===== src/rtl/dl_cal_pkg.sv =====
package dl_cal_pkg;
  typedef enum logic [1:0] {
    CAL_COLLECT = 2'd0,
    CAL_WALK    = 2'd1,
    CAL_IDLE    = 2'd2
  } cal_state_e;
endpackage


===== src/rtl/dl_cal_hist.sv =====
module dl_cal_hist #(
  parameter int TAP_W = 4,
  parameter int BIN_W = 7
) (
  input  logic             clk,
  input  logic             rst_n,
  input  logic             clr_i,
  input  logic             inc_i,
  input  logic [TAP_W-1:0] code_i,
  input  logic [TAP_W-1:0] walk_addr_i,
  output logic [BIN_W-1:0] walk_bin_o,
  input  logic [TAP_W-1:0] dbg_addr_i,
  output logic [BIN_W-1:0] dbg_bin_o
);
  localparam int TAPS = 1 << TAP_W;
  localparam logic [BIN_W-1:0] BIN_MAX = '1;

  logic [BIN_W-1:0] bin_q [TAPS];
  logic [BIN_W-1:0] bin_d [TAPS];

  always_comb begin
    for (int i = 0; i < TAPS; i++) begin
      bin_d[i] = bin_q[i];
      if (clr_i) begin
        bin_d[i] = '0;
      end else if (inc_i && (code_i == TAP_W'(i)) && (bin_q[i] != BIN_MAX)) begin
        bin_d[i] = bin_q[i] + 1'b1;
      end
    end
  end

  always_ff @(posedge clk or negedge rst_n) begin
    if (!rst_n) begin
      for (int i = 0; i < TAPS; i++) bin_q[i] <= '0;
    end else begin
      for (int i = 0; i < TAPS; i++) bin_q[i] <= bin_d[i];
    end
  end

  assign walk_bin_o = bin_q[walk_addr_i];
  assign dbg_bin_o  = bin_q[dbg_addr_i];

  logic any_nz;
  always_comb begin
    any_nz = 1'b0;
    for (int i = 0; i < TAPS; i++) any_nz = any_nz | (bin_q[i] != '0);
  end

  p_saturate_r4: assert property (@(posedge clk) disable iff (!rst_n)
    (inc_i && !clr_i && bin_q[code_i] == BIN_MAX) |=> bin_q[$past(code_i)] == BIN_MAX);

  p_clear_all_r8: assert property (@(posedge clk) disable iff (!rst_n)
    clr_i |=> !any_nz);
endmodule


===== src/rtl/dl_cal_walk.sv =====
module dl_cal_walk #(
  parameter int TAP_W     = 4,
  parameter int BIN_W     = 7,
  parameter int HITS_LOG2 = 8,
  parameter int FRAC_W    = 13
) (
  input  logic              clk,
  input  logic              rst_n,
  input  logic              start_i,
  input  logic              en_i,
  input  logic [BIN_W-1:0]  bin_i,
  output logic [TAP_W-1:0]  idx_o,
  output logic              last_o,
  output logic [FRAC_W-1:0] frac_o
);
  localparam int ACC_W  = HITS_LOG2 + 1;
  localparam int NUM_W  = ACC_W + 1;
  localparam int WIDE_W = NUM_W + FRAC_W;
  localparam logic [FRAC_W-1:0] FRAC_MAX = '1;
  localparam logic [TAP_W-1:0]  IDX_LAST = '1;

  logic [ACC_W-1:0]  acc_q, acc_d;
  logic [TAP_W-1:0]  idx_q, idx_d;
  logic [NUM_W-1:0]  num;
  logic [WIDE_W-1:0] wide;

  always_comb begin
    acc_d = acc_q;
    idx_d = idx_q;
    if (start_i) begin
      acc_d = '0;
      idx_d = '0;
    end else if (en_i) begin
      acc_d = acc_q + ACC_W'(bin_i);
      idx_d = idx_q + 1'b1;
    end
  end

  always_ff @(posedge clk or negedge rst_n) begin
    if (!rst_n) begin
      acc_q <= '0;
      idx_q <= '0;
    end else begin
      acc_q <= acc_d;
      idx_q <= idx_d;
    end
  end

  // centre of tap: running sum plus half of this bin, scaled by a shift
  always_comb begin
    num  = {acc_q, 1'b0} + NUM_W'(bin_i);
    wide = {num, {FRAC_W{1'b0}}} >> (HITS_LOG2 + 1);
    if (wide > {{NUM_W{1'b0}}, FRAC_MAX}) frac_o = FRAC_MAX;
    else                                  frac_o = wide[FRAC_W-1:0];
  end

  assign idx_o  = idx_q;
  assign last_o = (idx_q == IDX_LAST);

  p_addr_step_r6: assert property (@(posedge clk) disable iff (!rst_n)
    (en_i && $past(en_i) && !$past(start_i)) |-> idx_q == $past(idx_q) + 1'b1);

  p_monotonic_r7: assert property (@(posedge clk) disable iff (!rst_n)
    (en_i && $past(en_i) && idx_q != '0) |-> frac_o >= $past(frac_o));
endmodule


===== src/rtl/dl_cal_ctrl.sv =====
module dl_cal_ctrl
  import dl_cal_pkg::*;
#(
  parameter int HITS_LOG2 = 8
) (
  input  logic clk,
  input  logic rst_n,
  input  logic recal_i,
  input  logic hit_valid_i,
  input  logic last_i,
  output logic busy_o,
  output logic clr_o,
  output logic inc_o,
  output logic walk_start_o,
  output logic walk_en_o
);
  localparam logic [HITS_LOG2-1:0] CNT_LAST = '1;

  cal_state_e           state_q, state_d;
  logic [HITS_LOG2-1:0] cnt_q, cnt_d;

  always_comb begin
    state_d      = state_q;
    cnt_d        = cnt_q;
    clr_o        = 1'b0;
    walk_start_o = 1'b0;
    if (recal_i) begin
      state_d = CAL_COLLECT;
      cnt_d   = '0;
      clr_o   = 1'b1;
    end else begin
      case (state_q)
        CAL_COLLECT: if (hit_valid_i) begin
          cnt_d = cnt_q + 1'b1;
          if (cnt_q == CNT_LAST) begin
            state_d      = CAL_WALK;
            walk_start_o = 1'b1;
          end
        end
        CAL_WALK:    if (last_i) state_d = CAL_IDLE;
        default:     state_d = state_q;
      endcase
    end
  end

  always_ff @(posedge clk or negedge rst_n) begin
    if (!rst_n) begin
      state_q <= CAL_COLLECT;
      cnt_q   <= '0;
    end else begin
      state_q <= state_d;
      cnt_q   <= cnt_d;
    end
  end

  assign inc_o     = (state_q == CAL_COLLECT) && hit_valid_i && !recal_i;
  assign walk_en_o = (state_q == CAL_WALK) && !recal_i;
  assign busy_o    = (state_q != CAL_IDLE);

  p_walk_start_r5: assert property (@(posedge clk) disable iff (!rst_n)
    (state_q == CAL_COLLECT && hit_valid_i && !recal_i && cnt_q == CNT_LAST)
      |=> (state_q == CAL_WALK));

  p_recal_wins_r8: assert property (@(posedge clk) disable iff (!rst_n)
    recal_i |=> (state_q == CAL_COLLECT && cnt_q == '0));
endmodule


===== src/rtl/dl_code_density_cal.sv =====
module dl_code_density_cal #(
  parameter int CH_N      = 2,
  parameter int TAP_W     = 4,
  parameter int BIN_W     = 7,
  parameter int HITS_LOG2 = 8,
  parameter int FRAC_W    = 13
) (
  input  logic              clk,
  input  logic              rst_n,
  input  logic              recal_i,
  input  logic              force_cal_i,
  input  logic [CH_N-1:0]   chan_in_i,
  input  logic              cal_src_i,
  output logic [CH_N-1:0]   line_in_o,
  input  logic              hit_valid_i,
  input  logic [TAP_W-1:0]  hit_code_i,
  output logic              busy_o,
  output logic              lut_we_o,
  output logic [TAP_W-1:0]  lut_addr_o,
  output logic [FRAC_W-1:0] lut_data_o,
  input  logic [TAP_W-1:0]  dbg_addr_i,
  output logic [BIN_W-1:0]  dbg_bin_o
);
  localparam logic [TAP_W-1:0] ADDR_LAST = '1;

  logic [1:0] rst_sync_q;
  logic       rst_core_n;

  always_ff @(posedge clk or negedge rst_n) begin
    if (!rst_n) rst_sync_q <= 2'b00;
    else        rst_sync_q <= {rst_sync_q[0], 1'b1};
  end
  assign rst_core_n = rst_sync_q[1];

  logic             clr, inc, walk_start, walk_en, last;
  logic [TAP_W-1:0] idx;
  logic [BIN_W-1:0] walk_bin;

  dl_cal_ctrl #(.HITS_LOG2(HITS_LOG2)) u_ctrl (
    .clk(clk), .rst_n(rst_core_n), .recal_i(recal_i), .hit_valid_i(hit_valid_i),
    .last_i(last), .busy_o(busy_o), .clr_o(clr), .inc_o(inc),
    .walk_start_o(walk_start), .walk_en_o(walk_en)
  );

  dl_cal_hist #(.TAP_W(TAP_W), .BIN_W(BIN_W)) u_hist (
    .clk(clk), .rst_n(rst_core_n), .clr_i(clr), .inc_i(inc), .code_i(hit_code_i),
    .walk_addr_i(idx), .walk_bin_o(walk_bin),
    .dbg_addr_i(dbg_addr_i), .dbg_bin_o(dbg_bin_o)
  );

  dl_cal_walk #(.TAP_W(TAP_W), .BIN_W(BIN_W), .HITS_LOG2(HITS_LOG2), .FRAC_W(FRAC_W)) u_walk (
    .clk(clk), .rst_n(rst_core_n), .start_i(walk_start), .en_i(walk_en),
    .bin_i(walk_bin), .idx_o(idx), .last_o(last), .frac_o(lut_data_o)
  );

  assign lut_we_o   = walk_en;
  assign lut_addr_o = idx;

  for (genvar c = 0; c < CH_N; c++) begin : g_steer
    assign line_in_o[c] = (busy_o || force_cal_i) ? cal_src_i : chan_in_i[c];
  end

  p_busy_end_r1: assert property (@(posedge clk) disable iff (!rst_core_n)
    $fell(busy_o) |-> ($past(lut_we_o) && $past(lut_addr_o) == ADDR_LAST));
endmodule


===== config.mk =====
export PLATFORM = sky130hd
export DESIGN_NAME = dl_code_density_cal
export DESIGN_NICKNAME = d
export VERILOG_FILES = /design/src/rtl/dl_cal_pkg.sv /design/src/rtl/dl_cal_hist.sv /design/src/rtl/dl_cal_walk.sv /design/src/rtl/dl_cal_ctrl.sv /design/src/rtl/dl_code_density_cal.sv
export SDC_FILE = /design/constraint.sdc
export NUM_CORES = 1
export LEC_CHECK = 0
export BUFFER_PORTS_ARGS = -buffer_cell sky130_fd_sc_hd__buf_4
export CORE_ASPECT_RATIO = 1.5
export CORE_UTILIZATION = 65
export DETAILED_ROUTE_END_ITERATION = 7
export PLACE_DENSITY = 0.84
export SYNTH_ARGS = -nofsm -noshare
export SYNTH_HDL_FRONTEND = slang
export SYNTH_SLANG_ARGS = --single-unit

===== constraint.sdc =====
create_clock -name clk -period 6.6 [get_ports clk]
set_clock_uncertainty 0.1 [all_clocks]
set_input_delay 0.33 -clock clk [delete_from_list [all_inputs] [get_ports clk]]
set_output_delay 0.33 -clock clk [all_outputs]
set_load 0.02 [all_outputs]

==> results of run 1 <==
## kinds of logic (layout without fill, tap and decap cells)
| family | after synthesis | count (layout) | synth area share [%] |
|---|---|---|---|
| flops | 137 | 137 | 37.9 |
| simple gates | 357 | 357 | 20.0 |
| buf+inv | 64 | 100 | 3.10 |
| compound gates | 104 | 104 | 7.59 |
| fa+ha+maj | 33 | 33 | 4.73 |
| other cells | 1 | 1 | 0.0414 |
| mux | 81 | 81 | 17.8 |
| xor+xnor | 91 | 91 | 8.80 |
## stage by stage
| step | util (%) | hold WS (ps) |
|---|---|---|
| CTS | 73.7 | 113 |
| global route | 73.7 | 115 |
| floorplan | - | -65.6 |
| detailed placement | 69.5 | 14.2 |
| global placement | 69.5 | 12.6 |
| finish | 73.7 | 118 |
## cells in the final DEF, fill, tap and decap left out, types with 29 or more instances in the layout
master,instances
a21oi_1,31
buf_4,47
dfrtp_1,135
ha_1,31
mux4_2,64
nand2_1,42
nand3_1,56
nor2_1,126
nor3_1,29
xnor2_1,62
xor2_1,29
## power groups by stage
stage	Clock [mW]	Sequential, mW	Combinational, mW
after floorplan	0	0.873	0.0510
after global placement	0	0.869	0.0789
after detailed placement	0	0.870	0.0808
after CTS	0.910	0.854	0.0818
after global routing	0.948	0.855	0.0888
final	0.903	0.854	0.0819
## synth_stat cells, drive strengths merged (3+ instances only)
master and instances:
nor4b 3, or3 5, nor2 126, nand3 56, nand4 12, o21ai 22
nand2 42, a31o 3, dfrtp 137, a21oi 31, inv 19, o31a 8
nor3b 12, nor4 14, o31ai 9, nor2b 9, or4 6, a211oi 8
and3 11, o211ai 4, nor3 29, nand4b 10, mux2i 15, o21a 3
a31oi 5, mux4 64, ha 31, nand2b 6, buf 17, and2 10
clkbuf 27, a22o 3, xnor2 62, xor2 29
## layout make-up
class,count,area (um2),area share [%]
tap,162,203,2.03
clock inverter,13,106,1.07
sequential,137,3430,34.4
timing repair buffer,48,363,3.64
clock buffer,19,453,4.54
inverter,20,75.1,0.752
multi-input combinational,667,5340,53.6
## critical path, stage by stage (launching register included)
cell	delay [ps]
dfrtp_2	1020
mux4_2	610
nor2b_1	160
a211oi_1	310
a21oi_1	140
ha_1	290
fa_1	420
a21oi_1	220
o21ai_0	190
nor2b_1	180
a21oi_1	520
inv_1	180
buf_4	200
## worst paths after layout
path	startpoint	endpoint	cells after the start
max in group asynchronous	rst_sync_q[1]	u_walk.idx_o[0]	1
min reg2reg	rst_sync_q[0]	rst_sync_q[1]	0
max	u_walk.idx_o[0]	lut_data_o[2]	12
min in group clk	rst_sync_q[0]	rst_sync_q[1]	0
max reg2reg	u_walk.idx_o[0]	u_walk.acc_q[6]	9
min	rst_n	rst_sync_q[1]	2
## state kept, by name, indices dropped and copies added, names as in the netlist
name            flops
rst_sync_q          2
u_ctrl.cnt_q        8
u_ctrl.state_q      2
u_hist.bin_q      112
u_walk.acc_q        9
u_walk.idx_o        4
## layer usage
| metal | vias up | GRT usage, % | part of all wire (%) |
|---|---|---|---|
| met4 | 0 | 19.8 | 6.0 |
| met1 | 3657 | 41.3 | 34 |
| met2 | 444 | 61.7 | 51 |
| met5 | - | 0 | 0 |
| met3 | 119 | 8.86 | 8.9 |
| li1 | 3239 | - | - |
==> flow_summary.ini, run 1 <==
[grt]
grt_max_degree = 76
grt-ovfl-total = 0
grt_util_all_layers_pct = 36.0
grt_antenna_before_repair = 0
grt_pass1_vias = 7500
grt_pass1_wl_mm = 39.5

[worst_setup_path]
ff2ff_setup_slack_ps = 2490
crit_fanout = 33
cp.required_ps = 6170
worst-setup-path-type = reg2out
cp-end-kind = primary output
crit_arrival_ps = 4880
start_kind = flop

[sta]
min_period_ps = 5310
worst_pin_slew_ps = 1260
finalSetupTns_ps = 0
rsz0062_at_grt = no
maxClockFrequency_mhz = 188
setup_viol = 0
setup_slack_ps = 1290
post-route-period-util_pct = 80.5
slew_headroom_pct = 15.7
slew_viol_final = 0
hold_violations = 0

[synthesis]
synth_seq_cells = 137
netlist_area_um2 = 9050
syn_inst = 868
synth_edf_count = 0
netlist.area_leader.share_pct = 37.9
synth.area.top_cells = dfrtp_1 (38%), mux4_2 (16%), xnor2_1 (6.0%), nor2_1 (5.2%), ha_1 (4.3%)
ys_seq_area_share_pct = 37.9
ys_types = 55
syn_nets = 917
async_flop_share_pct = 100
avgSynthCellArea_um2 = 10.4
synth_flop_cell = dfrtp_1
netlist.top_cell.by_area = dfrtp_1
yosysWarnings = 0

[floorplanning]
core_um2 = 13500
start_util_pct = 66.9
die_area_um2 = 14400
rows = 52
die_w_um = 98.4
io_pins = 44
die_h_um = 147

[power]
pwr-share-clk_pct = 49.1
combPwrFrac_pct = 4.5
p_leak_nw = 4.08
power.density_nw_per_um2 = 184
intPower_mw = 1.38
switching_share_pct = 25.1
ir_drop_mv = 0.157
seqPwrFrac_pct = 46.4
switchingPower_mw = 0.461
p_total_mw = 1.84

[placed_design]
placed_cells = 1033
dp_hpwl_mm = 17.4
post_dp_cell_area_um2 = 9410
place_congestion = 0.939
numPortBuffers = 43
place_ws_ps = 1730

[layout]
fin_area_um2 = 9980
instances_no_fill = 1066
n_antenna_cell = 0
finalNetCount = 940
drive_gt1_share_pct = 17.5
area_growth_pct = 10.2
nFillCells = 937

[detailed_routing]
num_vias = 7459
wire_per_inst_um = 22.5
ant_nets = 0
drc = 9
drt-vias-per-instance = 7.00
routed_wl_mm = 24.0
drt_iter0_drc = 709
dr.pass1.iters = 8

[cts]
clk_transition_reported_paths_ps = 60
postCtsSetupBuffers = 0
numClockSinks = 137
cts_buffers = 17
cts-resized-gates = 0
clock-root-buffer = clkbuf_16
hold_buffers = 1
clock_latency_ps = 420
cts_tree = yes
cts_max_level = 4
clockBufferDepth = 2

[run]
cap_viol_max_count = 0

[run_status]
status = finished, violations left
violations = design-rule violations

[worst_hold_path]
hold_class = in2async
No activity file was read; power rests on OpenSTA's default activity.
==> run 2, diff against run 1 <==
CORE_UTILIZATION = 63   (was 65)
PLACE_DENSITY = 0.82   (was 0.84)
clock period = 5.2 ns   (was 6.6 ns; I/O delays follow)
==> flow_summary.ini, run 2 (same netlist as run 1, synthesis figures left out) <==
[detailed_routing]
routed_wl_mm = 23.8
num_vias = 7420
wire_per_inst_um = 21.7
drt_iter0_drc = 891
dr.pass1.iters = 6
ant_nets = 0
drt-vias-per-instance = 6.75
drc = 0

[worst_setup_path]
r2r_end = u_walk.acc_q[6]
crit_top_cell = a21oi_1
critPathMaxStageDelay_ps = 720
crit_arrival_ps = 4490
crit_fanout = 20
cp-end-kind = primary output
cp.required_ps = 4840
worst_r2r_path_depth = 10
path_cells = buf_4 > mux4_2 > mux2i_1 > a21oi_1 > ha_1 > fa_1 > a21oi_1 > o21ai_0 > nor2b_1 > a21oi_1 > inv_1 > buf_4
ff2ff_setup_slack_ps = 1130
start_kind = flop
rr_startpoint = u_walk.idx_o[0]
cp_slowest_cell = dfrtp_2
worst-setup-path-type = reg2out

[cts]
clockBufferDepth = 2
clock_latency_ps = 420
clock-root-buffer = clkbuf_16
cts-resized-gates = 0
clk_transition_reported_paths_ps = 60
cts_buffers = 17
numClockSinks = 137
cts_tree = yes
cts_max_level = 4

[sta]
worst_pin_slew_ps = 1010
slew_viol_final = 0
setup_slack_ps = 353
maxClockFrequency_mhz = 206
post-route-period-util_pct = 93.2
hold_violations = 0
slew_headroom_pct = 33.0
setup_viol = 0
rsz0062_at_grt = no
min_period_ps = 4850
finalSetupTns_ps = 0

[layout]
largest_reg_flops = 112
instances_no_fill = 1099
area_growth_pct = 11.8
multi_input_area_um2 = 5340
n_antenna_cell = 0
nFillCells = 968
fin_util_pct = 72.4
final_common_cell = dfrtp_1
drive_gt1_share_pct = 17.8
register_area_um2 = 3430
finalNetCount = 943
regMostFlops = u_hist.bin_q
layout_common_cells = dfrtp_1 (135), nor2_1 (126), mux4_2 (64)
top_regs = u_hist.bin_q (112), u_walk.acc_q (9), u_ctrl.cnt_q (8)

[floorplanning]
die_area_um2 = 14900
rows = 53
core_um2 = 14000
start_util_pct = 64.7
io_pins = 44
die_w_um = 99.9
die_h_um = 149

[run]
cap_viol_max_count = 0

[power]
p_total_mw = 2.52
switchingPower_mw = 0.582
combPwrFrac_pct = 4.4
p_leak_nw = 4.13
intPower_mw = 1.94
switching_share_pct = 23.1
ir_drop_mv = 0.210
pwr-share-clk_pct = 52.8
seqPwrFrac_pct = 42.9
power.density_nw_per_um2 = 249

[grt]
grt_antenna_before_repair = 0
grt_pass1_wl_mm = 39.2
grt_max_degree = 97
grt_pass1_vias = 7422
grt_util_all_layers_pct = 35.0
grt-ovfl-total = 0

[placed_design]
placed_cells = 1066
dp_hpwl_mm = 16.3
place_congestion = 0.940
numPortBuffers = 43
place_ws_ps = 808

[worst_hold_path]
hold_class = in2async

[run_status]
status = finished clean
## run 2: changes by cell type in the layout (fill, tap and decap cells not counted)
cell / before / now
buf_4: 47 / 50
bufinv_16: 0 / 4
clkinv_2: 2 / 1
clkinv_4: 3 / 4
inv_6: 5 / 2
inv_8: 1 / 0
## run 2: how the worst max path moves through the flow
| stage | to | cells past startpoint | startpoint | slack, ps |
|---|---|---|---|---|
| detailed placement | lut_data_o[3] | 12 | u_walk.idx_o[0] | 810 |
| finish | lut_data_o[3] | 12 | u_walk.idx_o[0] | 350 |
| global placement | lut_data_o[1] | 12 | u_walk.idx_o[0] | 900 |
| floorplan | lut_data_o[1] | 14 | u_walk.idx_o[0] | 760 |
| CTS | lut_data_o[3] | 12 | u_walk.idx_o[0] | 330 |
| global route | lut_data_o[2] | 12 | u_walk.idx_o[0] | 10 |
## run 2: power groups by stage
stage	Clock [mW]	Combinational (mW)	Sequential [mW]
after floorplan	0	0.0647	1.11
after global placement	0	0.107	1.10
after detailed placement	0	0.109	1.10
after CTS	1.34	0.109	1.08
after global routing	1.38	0.119	1.08
final	1.33	0.110	1.08
## run 2: layout make-up
class / count / area share (%)
Clock inverter: 13 / 1.90
Inverter: 20 / 0.742
Timing Repair Buffer: 51 / 3.81
Clock buffer: 19 / 4.47
Multi-Input combinational cell: 667 / 52.8
Tap cell: 192 / 2.37
Sequential cell: 137 / 33.9
## run 2: critical path: cells and delay by family, from the launching register on
family | cells | cell delay [ps]
DFF | 1 | 720
and+or+nand+nor | 1 | 160
adders and majority gates | 2 | 700
muxes | 2 | 700
AOI/OAI and AO/OA | 4 | 1020
buffers and inverters | 3 | 760
## run 2: through the flow
step	cell area, um2	hold slack (ps)
detailed placement	9470	-56.9
global placement	9470	-57.6
CTS	10100	42.2
floorplan	9050	-136
finish	10100	60.8
global route	10100	62.9
## run 2: repair_timing
action	4_1_cts	5_1_grt
setup buffers	0	0
endpoints found under the hold margin	2	0
hold buffers	1	0
## run 2: routing by layer
metal / track usage (%) / vias up / routed length, um
met4: 20.1 / 0 / 1490
met2: 56.4 / 476 / 11600
li1: - / 3248 / -
met1: 43.3 / 3562 / 8510
met5: 0 / - / 0
met3: 7.87 / 134 / 2230
==> run 3, diff against run 2 <==
CORE_ASPECT_RATIO = not set   (was 1.5)
HOLD_SLACK_MARGIN = 0.12   (was not set)
==> flow_summary.ini, run 3 (same netlist as run 1, synthesis figures left out) <==
[worst_setup_path]
start_kind = flop
worst-setup-path-type = reg2out
path_cells = buf_4 > mux4_2 > mux2i_1 > a21oi_1 > ha_1 > fa_1 > a21oi_1 > o21ai_0 > nor2b_1 > a21oi_1 > inv_1 > buf_4
critPathMaxStageDelay_ps = 680
cp.required_ps = 4840
ff2ff_setup_slack_ps = 1330
cp_slowest_cell = dfrtp_4
critPathTopFamily = compound AO/OA/AOI/OAI gates
crit_top_cell = a21oi_1
crit_fanout = 21
r2r_end = u_walk.acc_q[6]
crit_buf_inv = 3
critical_path_depth = 12
crit_path_end = lut_data_o[2]
startpoint = u_walk.idx_o[0]
cp-end-kind = primary output
crit_arrival_ps = 4440
rr_startpoint = u_walk.idx_o[0]
worst_r2r_path_depth = 10

[floorplanning]
rows = 43
core_um2 = 13900
start_util_pct = 65.0
io_pins = 44
die_area_um2 = 14900
die_h_um = 122
die_w_um = 122

[sta]
hold_violations = 0
slew_viol_final = 0
min_period_ps = 4800
post-route-period-util_pct = 92.2
setup_viol = 0
slew_headroom_pct = 45.1
finalSetupTns_ps = 0
maxClockFrequency_mhz = 209
worst_pin_slew_ps = 821
setup_slack_ps = 404
rsz0062_at_grt = no

[power]
p_leak_nw = 4.15
switchingPower_mw = 0.574
seqPwrFrac_pct = 41.9
switching_share_pct = 22.2
power.density_nw_per_um2 = 254
pwr-share-clk_pct = 53.9
ir_drop_mv = 0.291
combPwrFrac_pct = 4.2
intPower_mw = 2.01

[detailed_routing]
routed_wl_mm = 23.0
dr.pass1.iters = 5
drt_iter0_drc = 1005
drc = 0
drt-vias-per-instance = 6.78
ant_nets = 0
wire_per_inst_um = 21.1
num_vias = 7367

[layout]
regMostFlops = u_hist.bin_q
largest_reg_flops = 112
fin_area_um2 = 10100
area_growth_pct = 12.1
drive_gt1_share_pct = 17.6
final_common_cell = dfrtp_1
top_regs = u_hist.bin_q (112), u_walk.acc_q (9), u_ctrl.cnt_q (8)
nFillCells = 964
n_antenna_cell = 0
layout_common_cells = dfrtp_1 (135), nor2_1 (126), mux4_2 (64)
fin_util_pct = 72.8
finalNetCount = 944

[grt]
grt_max_degree = 66
grt_util_all_layers_pct = 33.4
grt-ovfl-total = 0
grt_pass1_wl_mm = 36.9
grt_pass1_vias = 7033
grt_antenna_before_repair = 0

[placed_design]
place_ws_ps = 699
place_congestion = 0.968
numPortBuffers = 43
post_dp_cell_area_um2 = 9450
dp_hpwl_mm = 16.2

[cts]
cts_buffers = 17
clockBufferDepth = 2
cts_tree = yes
cts_max_level = 4
numClockSinks = 137
postCtsSetupBuffers = 0
clock_latency_ps = 430
clock-root-buffer = clkbuf_16
clk_transition_reported_paths_ps = 60

[run_status]
status = finished clean

[run]
cap_viol_max_count = 0

[worst_hold_path]
hold_class = reg2async
-- run 3: cell count changes in the layout (fill, tap and decap cells not counted) --
cell	change
dfrtp_4	+1
dlygate4sd3_1	+1
bufinv_16	+2
clkinvlp_4	-1
clkbuf_8	-2
inv_6	+1
clkinv_4	-1
dfrtp_2	-1
-- run 3: metal layers --
layer	vias to the layer above	wire length [um]	GRT usage, %
met1	3577	8820	44.9
met3	95	2400	8.38
met5	-	0	0
li1	3247	-	-
met4	0	1060	17.8
met2	448	10700	50.2
-- run 3: worst reg2reg max path, stage by stage (launching register included) --
cell	delay, ps
dfrtp_4	680
buf_4	310
mux4_2	520
mux4_2	530
ha_1	240
fa_1	410
nand2_1	110
a21oi_1	120
o21a_1	190
or3_1	300
a31o_2	250
-- run 3: metrics by stage --
stage | hold slack [ps] | cells | power, mW
after global placement | -56.8 | 1054 | 1.21
after CTS | 181 | 1087 | 2.59
after global routing | 208 | 1087 | 2.65
after floorplan | -136 | 868 | 1.17
final | 168 | 1087 | 2.58
after detailed placement | -56.6 | 1054 | 1.21
-- run 3: power by group through the flow --
stage | clock [mW] | sequential, mW | combinational, mW
finish | 1.39 | 1.08 | 0.110
floorplan | 0 | 1.11 | 0.0647
global placement | 0 | 1.10 | 0.107
global route | 1.45 | 1.08 | 0.119
detailed placement | 0 | 1.10 | 0.108
CTS | 1.40 | 1.08 | 0.110
-- run 3: worst min path at each step --
stage,start,end,slack (ps),depth (start not counted)
3_5_place_dp,rst_n,rst_sync_q[0],-60,1
5_1_grt,rst_sync_q[1],u_hist.bin_q[86],210,0
3_3_place_gp,rst_n,rst_sync_q[0],-60,1
4_1_cts,rst_sync_q[1],u_hist.bin_q[86],180,0
6_report,rst_sync_q[1],u_hist.bin_q[86],170,0
2_1_floorplan,rst_n,rst_sync_q[0],-140,0
-- run 3: layout make-up --
| type | count | area (um2) | share of cell area [%] |
|---|---|---|---|
| inverters | 20 | 75.1 | 0.740 |
| repair buffers | 52 | 395 | 3.90 |
| flip-flops and latches | 137 | 3440 | 33.9 |
| clock inverters | 14 | 245 | 2.42 |
| well taps | 180 | 225 | 2.22 |
| multi-input cells | 667 | 5340 | 52.7 |
| clock buffers | 17 | 425 | 4.19 |
-- run 3: repair_timing --
| action | 4_1_cts | 5_1_grt |
|---|---|---|
| hold endpoints to repair | 2 | 0 |
| hold buffers | 2 | 0 |
| gates resized for setup | 0 | 1 |
| endpoints found under the setup margin | 0 | 8 |
